[src/rtl/daq_pkt_pkg.sv]
`timescale 1ns/1ps
// Shared definitions for the nibble packetizer: byte layout and marker code.
// Assumes 4-bit data nibbles and a 3-bit fragment index.
package daq_pkt_pkg;
    localparam int NIB_W   = 4;
    localparam int IDX_W   = 3;
    localparam logic [NIB_W-1:0] MARK_HI = 4'hF;

    typedef struct packed {
        logic             kind;   // 1 analog, 0 digital
        logic [IDX_W-1:0] idx;    // fragment index
        logic [NIB_W-1:0] nib;    // data nibble
    } pkt_byte_t;
endpackage

[src/rtl/daq_snap_reg.sv]
`timescale 1ns/1ps
// Holding registers: freeze all channel words on an accepted tick.
// Assumes cap_i is high for one cycle when a scan starts.
module daq_snap_reg #(
    parameter int N_AN = 16,
    parameter int AN_W = 12,
    parameter int DG_W = 12
) (
    input  logic                 clk_i,
    input  logic                 rst_ni,
    input  logic                 cap_i,
    input  logic [N_AN*AN_W-1:0] an_flat_i,
    input  logic [DG_W-1:0]      dig_i,
    output logic [AN_W-1:0]      an_q [N_AN],
    output logic [DG_W-1:0]      dig_q
);
    for (genvar c = 0; c < N_AN; c++) begin : g_ch
        // Capture one analog channel word.
        always_ff @(posedge clk_i) begin
            if (!rst_ni)    an_q[c] <= '0;
            else if (cap_i) an_q[c] <= an_flat_i[c*AN_W +: AN_W];
        end
    end

    // Capture the digital word.
    always_ff @(posedge clk_i) begin
        if (!rst_ni)    dig_q <= '0;
        else if (cap_i) dig_q <= dig_i;
    end
endmodule

[src/rtl/daq_scan_seq.sv]
`timescale 1ns/1ps
// Scan sequencer: walks analog channels (marker + nibbles) then digital nibbles.
// Assumes a step happens only on a valid/ready handshake; ch == N_AN means digital.
module daq_scan_seq #(
    parameter int N_AN   = 16,
    parameter int NA     = 3,
    parameter int ND     = 3,
    parameter int CH_W   = 5,
    parameter int SLOT_W = 2
) (
    input  logic              clk_i,
    input  logic              rst_ni,
    input  logic              tick_i,
    input  logic              ready_i,
    output logic              active_o,
    output logic              start_o,
    output logic              drop_o,
    output logic [CH_W-1:0]   ch_o,
    output logic [SLOT_W-1:0] slot_o
);
    logic is_dig;

    assign start_o = tick_i && !active_o;
    assign drop_o  = tick_i && active_o;
    assign is_dig  = (ch_o == CH_W'(N_AN));

    // Advance channel/slot counters on each accepted byte.
    always_ff @(posedge clk_i) begin
        if (!rst_ni) begin
            active_o <= 1'b0;
            ch_o     <= '0;
            slot_o   <= '0;
        end else if (start_o) begin
            active_o <= 1'b1;
            ch_o     <= '0;
            slot_o   <= '0;
        end else if (active_o && ready_i) begin
            if (!is_dig) begin
                if (slot_o == SLOT_W'(NA)) begin
                    ch_o   <= ch_o + 1'b1;
                    slot_o <= '0;
                end else begin
                    slot_o <= slot_o + 1'b1;
                end
            end else if (slot_o == SLOT_W'(ND - 1)) begin
                active_o <= 1'b0;
                ch_o     <= '0;
                slot_o   <= '0;
            end else begin
                slot_o <= slot_o + 1'b1;
            end
        end
    end
endmodule

[src/rtl/daq_byte_fmt.sv]
`timescale 1ns/1ps
// Byte formatter: builds marker or data byte from scan position and held data.
// Assumes slot 0 of an analog channel is its marker; nibbles go MS first.
module daq_byte_fmt
    import daq_pkt_pkg::*;
#(
    parameter int N_AN   = 16,
    parameter int AN_W   = 12,
    parameter int DG_W   = 12,
    parameter int CH_W   = 5,
    parameter int SLOT_W = 2
) (
    input  logic [CH_W-1:0]   ch_i,
    input  logic [SLOT_W-1:0] slot_i,
    input  logic [AN_W-1:0]   an_q [N_AN],
    input  logic [DG_W-1:0]   dig_q,
    output pkt_byte_t         byte_o
);
    localparam int CI_W = $clog2(N_AN);

    logic [AN_W-1:0] an_sel;
    int              ai;
    int              di;

    assign an_sel = an_q[ch_i[CI_W-1:0]];

    // Select marker, analog nibble or digital nibble.
    always_comb begin
        ai = int'(slot_i) - 1;
        di = int'(slot_i);
        if (ch_i == CH_W'(N_AN)) begin
            byte_o.kind = 1'b0;
            byte_o.idx  = IDX_W'(di);
            byte_o.nib  = NIB_W'(dig_q >> (DG_W - NIB_W * (di + 1)));
        end else if (slot_i == '0) begin
            byte_o.kind = 1'b1;
            byte_o.idx  = MARK_HI[IDX_W-1:0];
            byte_o.nib  = NIB_W'(ch_i);
        end else begin
            byte_o.kind = 1'b1;
            byte_o.idx  = IDX_W'(ai);
            byte_o.nib  = NIB_W'(an_sel >> (AN_W - NIB_W * (ai + 1)));
        end
    end
endmodule

[src/rtl/daq_ovr_flag.sv]
`timescale 1ns/1ps
// Sticky overrun flag: set by a dropped tick, cleared by clr_i; set wins.
module daq_ovr_flag (
    input  logic clk_i,
    input  logic rst_ni,
    input  logic drop_i,
    input  logic clr_i,
    output logic ovr_o
);
    // Hold the flag until an explicit clear without a new drop.
    always_ff @(posedge clk_i) begin
        if (!rst_ni)     ovr_o <= 1'b0;
        else if (drop_i) ovr_o <= 1'b1;
        else if (clr_i)  ovr_o <= 1'b0;
    end
endmodule

[src/rtl/daq_nibble_packer.sv]
`timescale 1ns/1ps
// Top: snapshot on tick, then stream marker/nibble bytes over valid/ready.
// Assumes sample widths are multiples of 4 and at most 7 analog nibbles.
module daq_nibble_packer
    import daq_pkt_pkg::*;
#(
    parameter int N_AN = 16,
    parameter int AN_W = 12,
    parameter int DG_W = 12
) (
    input  logic                 clk_i,
    input  logic                 rst_ni,
    input  logic                 tick_i,
    input  logic [N_AN*AN_W-1:0] an_flat_i,
    input  logic [DG_W-1:0]      dig_i,
    input  logic                 ovr_clr_i,
    input  logic                 pkt_ready_i,
    output logic                 pkt_valid_o,
    output logic [7:0]           pkt_byte_o,
    output logic                 overrun_o
);
    localparam int NA     = AN_W / NIB_W;
    localparam int ND     = DG_W / NIB_W;
    localparam int CH_W   = $clog2(N_AN + 1);
    localparam int SLOT_W = $clog2(((NA + 1) > ND) ? (NA + 1) : ND);

    logic              start, drop;
    logic [CH_W-1:0]   ch;
    logic [SLOT_W-1:0] slot;
    logic [AN_W-1:0]   an_q [N_AN];
    logic [DG_W-1:0]   dig_q;
    pkt_byte_t         fmt_byte;

    daq_scan_seq #(.N_AN(N_AN), .NA(NA), .ND(ND), .CH_W(CH_W), .SLOT_W(SLOT_W)) u_seq (
        .clk_i(clk_i), .rst_ni(rst_ni), .tick_i(tick_i), .ready_i(pkt_ready_i),
        .active_o(pkt_valid_o), .start_o(start), .drop_o(drop), .ch_o(ch), .slot_o(slot)
    );

    daq_snap_reg #(.N_AN(N_AN), .AN_W(AN_W), .DG_W(DG_W)) u_snap (
        .clk_i(clk_i), .rst_ni(rst_ni), .cap_i(start),
        .an_flat_i(an_flat_i), .dig_i(dig_i), .an_q(an_q), .dig_q(dig_q)
    );

    daq_byte_fmt #(.N_AN(N_AN), .AN_W(AN_W), .DG_W(DG_W), .CH_W(CH_W), .SLOT_W(SLOT_W)) u_fmt (
        .ch_i(ch), .slot_i(slot), .an_q(an_q), .dig_q(dig_q), .byte_o(fmt_byte)
    );

    daq_ovr_flag u_ovr (
        .clk_i(clk_i), .rst_ni(rst_ni), .drop_i(drop), .clr_i(ovr_clr_i), .ovr_o(overrun_o)
    );

    assign pkt_byte_o = fmt_byte;
endmodule

[config.mk]
export PLATFORM = sky130hd
export DESIGN_NAME = daq_nibble_packer
export DESIGN_NICKNAME = d
export VERILOG_FILES = /design/src/rtl/daq_pkt_pkg.sv /design/src/rtl/daq_snap_reg.sv /design/src/rtl/daq_scan_seq.sv /design/src/rtl/daq_byte_fmt.sv /design/src/rtl/daq_ovr_flag.sv /design/src/rtl/daq_nibble_packer.sv
export SDC_FILE = /design/constraint.sdc
export NUM_CORES = 1
export LEC_CHECK = 0
export ABC_AREA = 1
export ABC_CLOCK_PERIOD_IN_PS = 3300
export BUFFER_PORTS_ARGS = -buffer_cell sky130_fd_sc_hd__clkbuf_2
export CAP_MARGIN = 20
export CORE_MARGIN = 2
export CORE_UTILIZATION = 30
export DETAILED_ROUTE_END_ITERATION = 12
export PLACE_DENSITY = 0.54
export RECOVER_POWER = 50
export SYNTH_ARGS = -nofsm -noshare
export SYNTH_HDL_FRONTEND = slang
export SYNTH_SLANG_ARGS = --single-unit
[constraint.sdc]
create_clock -name clk_i -period 3.3 [get_ports clk_i]
set_input_delay 0.33 -clock clk_i [delete_from_list [all_inputs] [get_ports clk_i]]
set_output_delay 0.33 -clock clk_i [all_outputs]
set_load 0.005 [all_outputs]
Yosys cells after proc, flatten, opt, wreduce, memory -nomap -nowiden:

Cells that the tools add are included.

* RAM bits: 0
* memories: 0
* output and inout bits: 10
* bits in registers: 213
* memory bits (read-only): 0
* bits in latches: 0
* logic and storage cells: 67

* multipliers: 0
* order comparisons: 1
* div/mod/pow operators: 0
* reduce and logical (&&, ||, !) cells: 13
* multiplexer cells: 17
* eq/ne operators: 4
* shifts and indexed selects: 2
* bitwise gates (word level): 2
* add/sub/neg operators: 7

Operator list (count)
* $shr A12 B32 Y4: 2
* $sub A5 B32 Y32 const A: 2
* $bmux W12 S4: 1
* $add A30 B2 Y30 const B: 1
* $mux W12: 2
* $mux W5: 3
* $reduce_bool A2 Y1: 5
* $mux W8: 1
* $mux W7: 1
* $mux W1: 6
* $mux W2: 3
* $reduce_and A3 Y1: 2
* $add A5 B1 Y5 const B: 1
* $eq A5 B5 Y1 const B: 1
* $ge A5 B5 Y1 const B: 1
* $not A4 Y5: 1
* $eq A2 B2 Y1 const B: 2
* $add A2 B1 Y3 const B: 1
* $logic_and A1 B1 Y1: 3
* $sub A2 B1 Y3 const B: 1
* $add A2 B1 Y2 const B: 1
* $logic_not A2 Y1: 1
* $ne A2 B2 Y1 const B: 1
* $reduce_or A2 Y1: 1
* 2 further kinds: 2

Longest topological paths before layout:

Gate-level depths: netlist of the first run.

* depth after elaboration: 7
* depth in mapped cells: 13
* depth with buffers taken out: 11

By module:

From an unflattened synthesis of the first run, not the netlist that was laid out.

* cells, all modules: 1955
* area, all modules: 11426.0 sq um

By module, submodules not included
* daq_snap_reg: times used 1, area each 8316.7 sq um, cells each 1292
* daq_byte_fmt: times used 1, area each 2487.4 sq um, cells each 574
* daq_scan_seq: times used 1, area each 578.1 sq um, cells each 83
* daq_ovr_flag: times used 1, area each 43.8 sq um, cells each 6

Least setup slack after synthesis of the first run:

OpenSTA, ideal clock, no wires.

* kind: flip-flop to output port
* start: register u_seq.slot_o[0]
* end: output pkt_byte_o[0]
* path buffers: 0
* stages on the path, launching flop included: 12
* slack: 0.834 ns
* data arrival time: 2.136 ns
* data required time: 2.970 ns
* cells stage by stage: dfxtp_1 inv_1 ha_1 inv_1 ha_1 inv_1 fa_1 nor2_1 nand2_1 nor2_1 nand2_1 nand2_1

* cells in the longest elaborated chain, start to end: 6
* elaborated cells between the ends (all ways): 10

Ends and longest elaborated chain
* from (decl): RTL line daq_scan_seq.sv:19 `output logic [SLOT_W-1:0] slot_o`
* from (signal assigned): RTL line daq_scan_seq.sv:43 `slot_o <= slot_o + 1'b1;`
* from (signal assigned): RTL line daq_scan_seq.sv:50 `slot_o <= slot_o + 1'b1;`
* $sub A2 B1 Y3: RTL line daq_byte_fmt.sv:29 `ai = int'(slot_i) - 1;`
* $add A30 B2 Y30: RTL line daq_byte_fmt.sv:42 `byte_o.nib = NIB_W'(an_sel >> (AN_W - NIB_W * (ai + 1)));`
* $sub A5 B32 Y32: RTL line daq_byte_fmt.sv:42
* $shr A12 B32 Y4: RTL line daq_byte_fmt.sv:42
* $mux W7: RTL line daq_byte_fmt.sv:35 `end else if (slot_i == '0) begin`
* $mux W8 *: RTL line daq_byte_fmt.sv:31 `if (ch_i == CH_W'(N_AN)) begin`
* to (decl): RTL line daq_nibble_packer.sv:19 `output logic [7:0] pkt_byte_o,`

Mark *: on every way between the ends. The rest lies on a longest branch, timed or not.

Worst setup path in the final report of the first run:

* start: register u_seq.slot_o[1]
* end: output pkt_byte_o[1]

Same word-level chain as after synthesis.

==> results.json, run 1 <==
{
  "outcome": "finished with violations",
  "violations": "capacitance limit, slew limit",
  "regToRegStartpoint": "u_seq.active_o",
  "min_period_ns": 3.11,
  "cts_sinks": 213,
  "synthTopCellsByCount": "420 x nor2_1, 289 x nand2_1, 242 x o21ai_0",
  "grt_usage_pct": 18.6,
  "fin_crit_sh_pct": 94.4,
  "min_delay_path_depth": 3,
  "vias": 9579,
  "worstPathMaxFanout": 8,
  "antenna_found_initial": 0,
  "drc": 0,
  "finalSetupTns_ns": 0,
  "regToRegSetupSlack_ns": 0.27,
  "synth_edf_count": 0,
  "netlist.area_leader.share_pct": 44.3,
  "dr_wl_met3_mm": 1.52,
  "rr_worst_depth": 5,
  "core_sq_um": 31600,
  "yosysWarningCount": 0,
  "maxUsedRoutingLayer": "met4",
  "num_rows": 65,
  "drive_above_1_share_pct": 17.6,
  "place.gp.congestion": 0.874,
  "start_util_pct": 30.5,
  "diodes": 0,
  "end_kind": "primary output",
  "yosys-top-cells-area": "dfxtp_1 44%, nor2_1 16%, o21ai_0 13%",
  "drt-pass1-iter-count": 5,
  "grt_pass1_wl_mm": 50.1,
  "rsz0062_at_grt": "no",
  "synth_area_per_cell_sq_um": 6.62,
  "maxClockFrequency_mhz": 321,
  "via_per_inst": 4.72,
  "cts-root-buf": "clkbuf_16",
  "power.density_nw_per_um2": 545,
  "overflow": 0,
  "crit_type": "reg2out",
  "portBuffers": 218,
  "r2r-end": "u_seq.ch_o[4]",
  "fillers": 3461,
  "holdCritStartpoint": "an_flat_i[64]",
  "async_flop_share_pct": 0,
  "grt_max_degree": 198,
  "htreeDepth": 1,
  "synth_area_sq_um": 9620,
  "cts_buffers": 25,
  "grt_pass1_vias": 9241,
  "synth.most_common_cell": "nor2_1",
  "tightest_slew_ns": 1.94,
  "start_kind": "flop",
  "syn-num-nets": 1674,
  "fin_nets": 1831,
  "clk_pin_slew_ns": 0.06,
  "setup_viol_count_final": 0,
  "fin_skew_ns": 0.0139,
  "syn2layout_area_growth_pct": 23.2,
  "hp-class": "in2reg",
  "ios": 219,
  "slew_viol_final": 198,
  "post_cts_buffers": 0,
  "clock_latency_ns": 0.53,
  "ys.flop_type": "dfxtp_1",
  "drv_cap": 1,
  "hold_end": "u_snap.an_q[124]",
  "clk_path_buf_depth": 3,
  "hold_viol": 0,
  "cp.required_ns": 2.97,
  "wirelength_mm": 32.0,
  "dieArea_sq_um": 33500,
  "synth_top_area_cell": "dfxtp_1",
  "fp.dieH_um": 183,
  "wl_met2_mm": 14.3,
  "ys_ff_latch": 213,
  "wl_per_cell_um": 15.8,
  "p_leak_uw": 0.00546,
  "drt_iter0_markers": 658,
  "final_util_pct": 37.6,
  "wl_met1_mm": 15.6,
  "cts_tree": "built",
  "synth_cells": 1453,
  "slew_headroom_pct": -29.4,
  "ant_nets": 0,
  "die_w_um": 183,
  "timing.critical_path.arrival_ns": 2.78,
  "synth.yosys.seq_area_share_pct": 44.3,
  "ys_types": 27,
  "hpwlAfterDp_mm": 21.5,
  "ir_worst_vdd_v": 0.000379
}
metal layers:
layer | vias up | track usage, %
met5 | - | 0
li1 | 4975 | -
met3 | 41 | 2.50
met4 | 0 | 4.35
met1 | 4294 | 26.4
met2 | 269 | 30.1
stage by stage:
step | total power, uW | std cells | worst slack, ns | area (sq um) | hold WS [ns]
after floorplan | 3360 | 1453 | 0.834 | 9620 | 0.430
after global placement | 3660 | 1985 | 0.386 | 11000 | 0.439
after detailed placement | 3670 | 1985 | 0.305 | 11000 | 0.444
after CTS | 6520 | 2030 | 0.0227 | 11900 | 0.00325
after global routing | 6750 | 2030 | 0.0195 | 11900 | 0.0182
final | 6460 | 2030 | 0.186 | 11900 | 0.0222
cell usage in the layout (no fill, tap or decap), types with 10 or more instances in the layout:
master     Yosys  routed
a21oi_1       37      37
inv_1         26      24
nand2_1      289     289
buf_4          2      10
clkbuf_16      0      25
clkbuf_2       0     217
o21ai_0      242     242
nor2_1       420     420
nand3_1       88      88
dfxtp_1      213     210
power breakdown:
group	leakage [uW]	switching [uW]	internal, uW
logic	0.00327	454	281
clock network	0.000419	1100	1750
registers	0.00177	97.9	2780
total	0.00546	1650	4810
registers in the layout, summed over array words and instances (netlist names):
signal / cells
u_snap.dig_q: 12
u_ovr.ovr_o: 1
u_seq.active_o: 1
u_snap.an_q: 192
u_seq.slot_o: 2
u_seq.ch_o: 5
worst max path at each step:
stage,start,endpoint,depth (start not counted)
2_1_floorplan,u_seq.slot_o[0],pkt_byte_o[0],11
3_3_place_gp,u_seq.slot_o[0],pkt_byte_o[1],12
3_5_place_dp,u_seq.slot_o[0],pkt_byte_o[1],12
4_1_cts,u_seq.slot_o[0],pkt_byte_o[1],12
5_1_grt,u_seq.slot_o[1],pkt_byte_o[1],12
6_report,u_seq.slot_o[1],pkt_byte_o[1],12
logic make-up after synthesis:
group | count (synthesis) | synth area share [%]
AOI/OAI and AO/OA | 287 | 15.1
adders and majority gates | 12 | 1.72
buffers and inverters | 132 | 5.62
DFF | 213 | 44.3
and+or+nand+nor | 809 | 33.2
critical path, stage by stage, from the launching register on:
cell and delay (ns):
dfxtp_1 0.33, inv_1 0.17, ha_4 0.22, inv_1 0.09, ha_1 0.29, inv_1 0.08, fa_1 0.37, nor2_1 0.13
nand2_1 0.10, nor2_4 0.15, nand2_1 0.08, nand2_1 0.11, clkbuf_2 0.14
what timing repair did:
| item | CTS | global route |
|---|---|---|
| hold buffers | 0 | 0 |
| setup endpoints to repair | 4 | 4 |
| resized for setup | 3 | 6 |
layout make-up:
type / count / area [sq um] / share of cell area (%)
clock buffers: 39 / 768 / 6.48
inverters: 29 / 121 / 1.02
flip-flops and latches: 213 / 4270 / 36.0
clock inverters: 6 / 86.3 / 0.728
multi-input cells: 1108 / 4830 / 40.8
repair buffers: 233 / 1270 / 10.7
well taps: 402 / 503 / 4.24
(Power assumes the default switching activity.)
==> run 2: changes to the inputs <==
Settings changed: BUFFER_PORTS_ARGS -buffer_cell sky130_fd_sc_hd__clkbuf_2 to -buffer_cell sky130_fd_sc_hd__buf_4.
==> results.json, run 2 (synthesis results as in run 1) <==
{
  "internal_power_uw": 4910,
  "fin_crit_sh_pct": 95.3,
  "outcome": "finished with violations",
  "holdCritStartpoint": "an_flat_i[72]",
  "top_regs": "u_snap.an_q (192), u_snap.dig_q (12), u_seq.ch_o (5)",
  "final_util_pct": 39.3,
  "startpoint": "u_seq.slot_o[0]",
  "ir_worst_vdd_v": 0.000327,
  "via_per_inst": 4.77,
  "antenna_found_initial": 0,
  "regToRegStartpoint": "u_seq.active_o",
  "clk_pin_slew_ns": 0.06,
  "tightest_slew_ns": 1.85,
  "slew_headroom_pct": -23.6,
  "wl_per_cell_um": 15.9,
  "power_switching_uw": 1650,
  "fp.dieH_um": 183,
  "die_w_um": 183,
  "end_kind": "primary output",
  "largest_reg_flops": 192,
  "clock_latency_ns": 0.53,
  "final_common_cell": "nor2_1",
  "worstPathMaxFanout": 10,
  "p_seq_share_pct": 43.9,
  "timing.critical_path.arrival_ns": 2.82,
  "ctsHoldBuffers": 0,
  "grt_max_degree": 129,
  "clk_path_buf_depth": 3,
  "clkPwrFrac_pct": 43.9,
  "finalSetupTns_ns": 0,
  "drive_above_1_share_pct": 17.7,
  "drt-pass1-iter-count": 5,
  "drv_cap": 1,
  "fin_total_pwr_uw": 6560,
  "cts-root-buf": "clkbuf_16",
  "cp.required_ns": 2.97,
  "drt_iter0_markers": 652,
  "hold_viol": 0,
  "fin_nets": 1833,
  "grt_pass1_wl_mm": 50.0,
  "slew_viol_final": 116,
  "core_sq_um": 31600,
  "ant_nets": 0,
  "diodes": 0,
  "ios": 219,
  "start_kind": "flop",
  "violations": "capacitance limit, slew limit",
  "dp.cells": 1986,
  "htreeDepth": 1,
  "hp-class": "in2reg",
  "dieArea_sq_um": 33500,
  "overflow": 0,
  "cts_tree": "built",
  "grt_pass1_vias": 9215,
  "wirelength_mm": 32.3,
  "portBuffers": 218,
  "rsz0062_at_grt": "no",
  "power.density_nw_per_um2": 528,
  "crit_type": "reg2out",
  "syn2layout_area_growth_pct": 29.1,
  "cts_buffers": 25,
  "cts_sinks": 213,
  "num_rows": 65,
  "place.gp.congestion": 0.845,
  "drc": 0,
  "vias": 9685,
  "layout_common_cells": "420 x nor2_1, 289 x nand2_1, 242 x o21ai_0",
  "stdcell_count": 2032,
  "p_comb_share_pct": 12.2,
  "min_period_ns": 3.15,
  "swShare_pct": 25.2,
  "p_leak_uw": 0.00562,
  "maxClockFrequency_mhz": 318,
  "grt_usage_pct": 18.7,
  "fin_skew_ns": 0.0134,
  "hpwlAfterDp_mm": 21.8,
  "setup_viol_count_final": 0,
  "start_util_pct": 30.5,
  "largest-register": "u_snap.an_q"
}
-- run 2: cell count changes in the layout (fill, tap and decap cells not counted), moves of 2 or more --
| cell | before | now |
|---|---|---|
| buf_4 | 10 | 222 |
| clkbuf_8 | 9 | 7 |
| clkinv_2 | 2 | 7 |
| clkbuf_2 | 217 | 1 |
-- run 2: timing repair --
action,4_1_cts,5_1_grt
resized for setup,3,3
pin swaps,0,0
setup buffers,0,0
endpoints found under the setup margin,4,4
-- run 2: power by group through the flow --
stage / clock [uW] / combinational, uW / sequential [uW]
floorplan: 0 / 450 / 2910
global placement: 0 / 799 / 2930
detailed placement: 0 / 804 / 2930
CTS: 2950 / 810 / 2880
global route: 3060 / 909 / 2900
finish: 2880 / 802 / 2880
-- run 2: cell type report --
cell class              count  area (sq um)
fillers                  3375         19100
multi-input cells        1108          4830
flip-flops and latches    213          4270
clock buffers              34           729
clock inverters            11           136
repair buffers            235          1830
inverters                  29           115
well taps                 402           503
-- run 2: worst paths after layout --
kind	to	slack, ns	depth (start not counted)
setup / recovery	pkt_byte_o[0]	0.15	12
hold / removal	u_snap.an_q[108]	0.03	3
setup reg to reg	u_snap.an_q[148]	0.40	5
hold reg to reg	u_snap.an_q[143]	0.45	2
-- run 2: critical path, stage by stage, from the launching register on --
cell	delay [ns]
dfxtp_1	0.36
inv_2	0.19
ha_4	0.22
inv_1	0.09
ha_1	0.28
inv_1	0.07
fa_1	0.37
nor2_1	0.11
nand2_1	0.10
nor2_4	0.15
nand2_1	0.08
nand2_1	0.12
buf_4	0.13
-- run 2: stage by stage --
step	area, sq um	hold slack [ns]	setup slack [ns]
5_1_grt	12400	0.0152	0.0221
2_1_floorplan	9620	0.430	0.834
3_3_place_gp	11500	0.442	0.370
4_1_cts	12400	0.00605	0.0342
3_5_place_dp	11500	0.447	0.305
6_report	12400	0.0262	0.154
-- run 2: metal layers --
| metal | vias up | global-route usage (%) | wire (um) |
|---|---|---|---|
| met5 | - | 0 | 0 |
| met4 | 0 | 4.16 | 510 |
| met3 | 41 | 2.82 | 2010 |
| met2 | 285 | 30.4 | 14900 |
| met1 | 4384 | 26.3 | 14900 |
| li1 | 4975 | - | - |
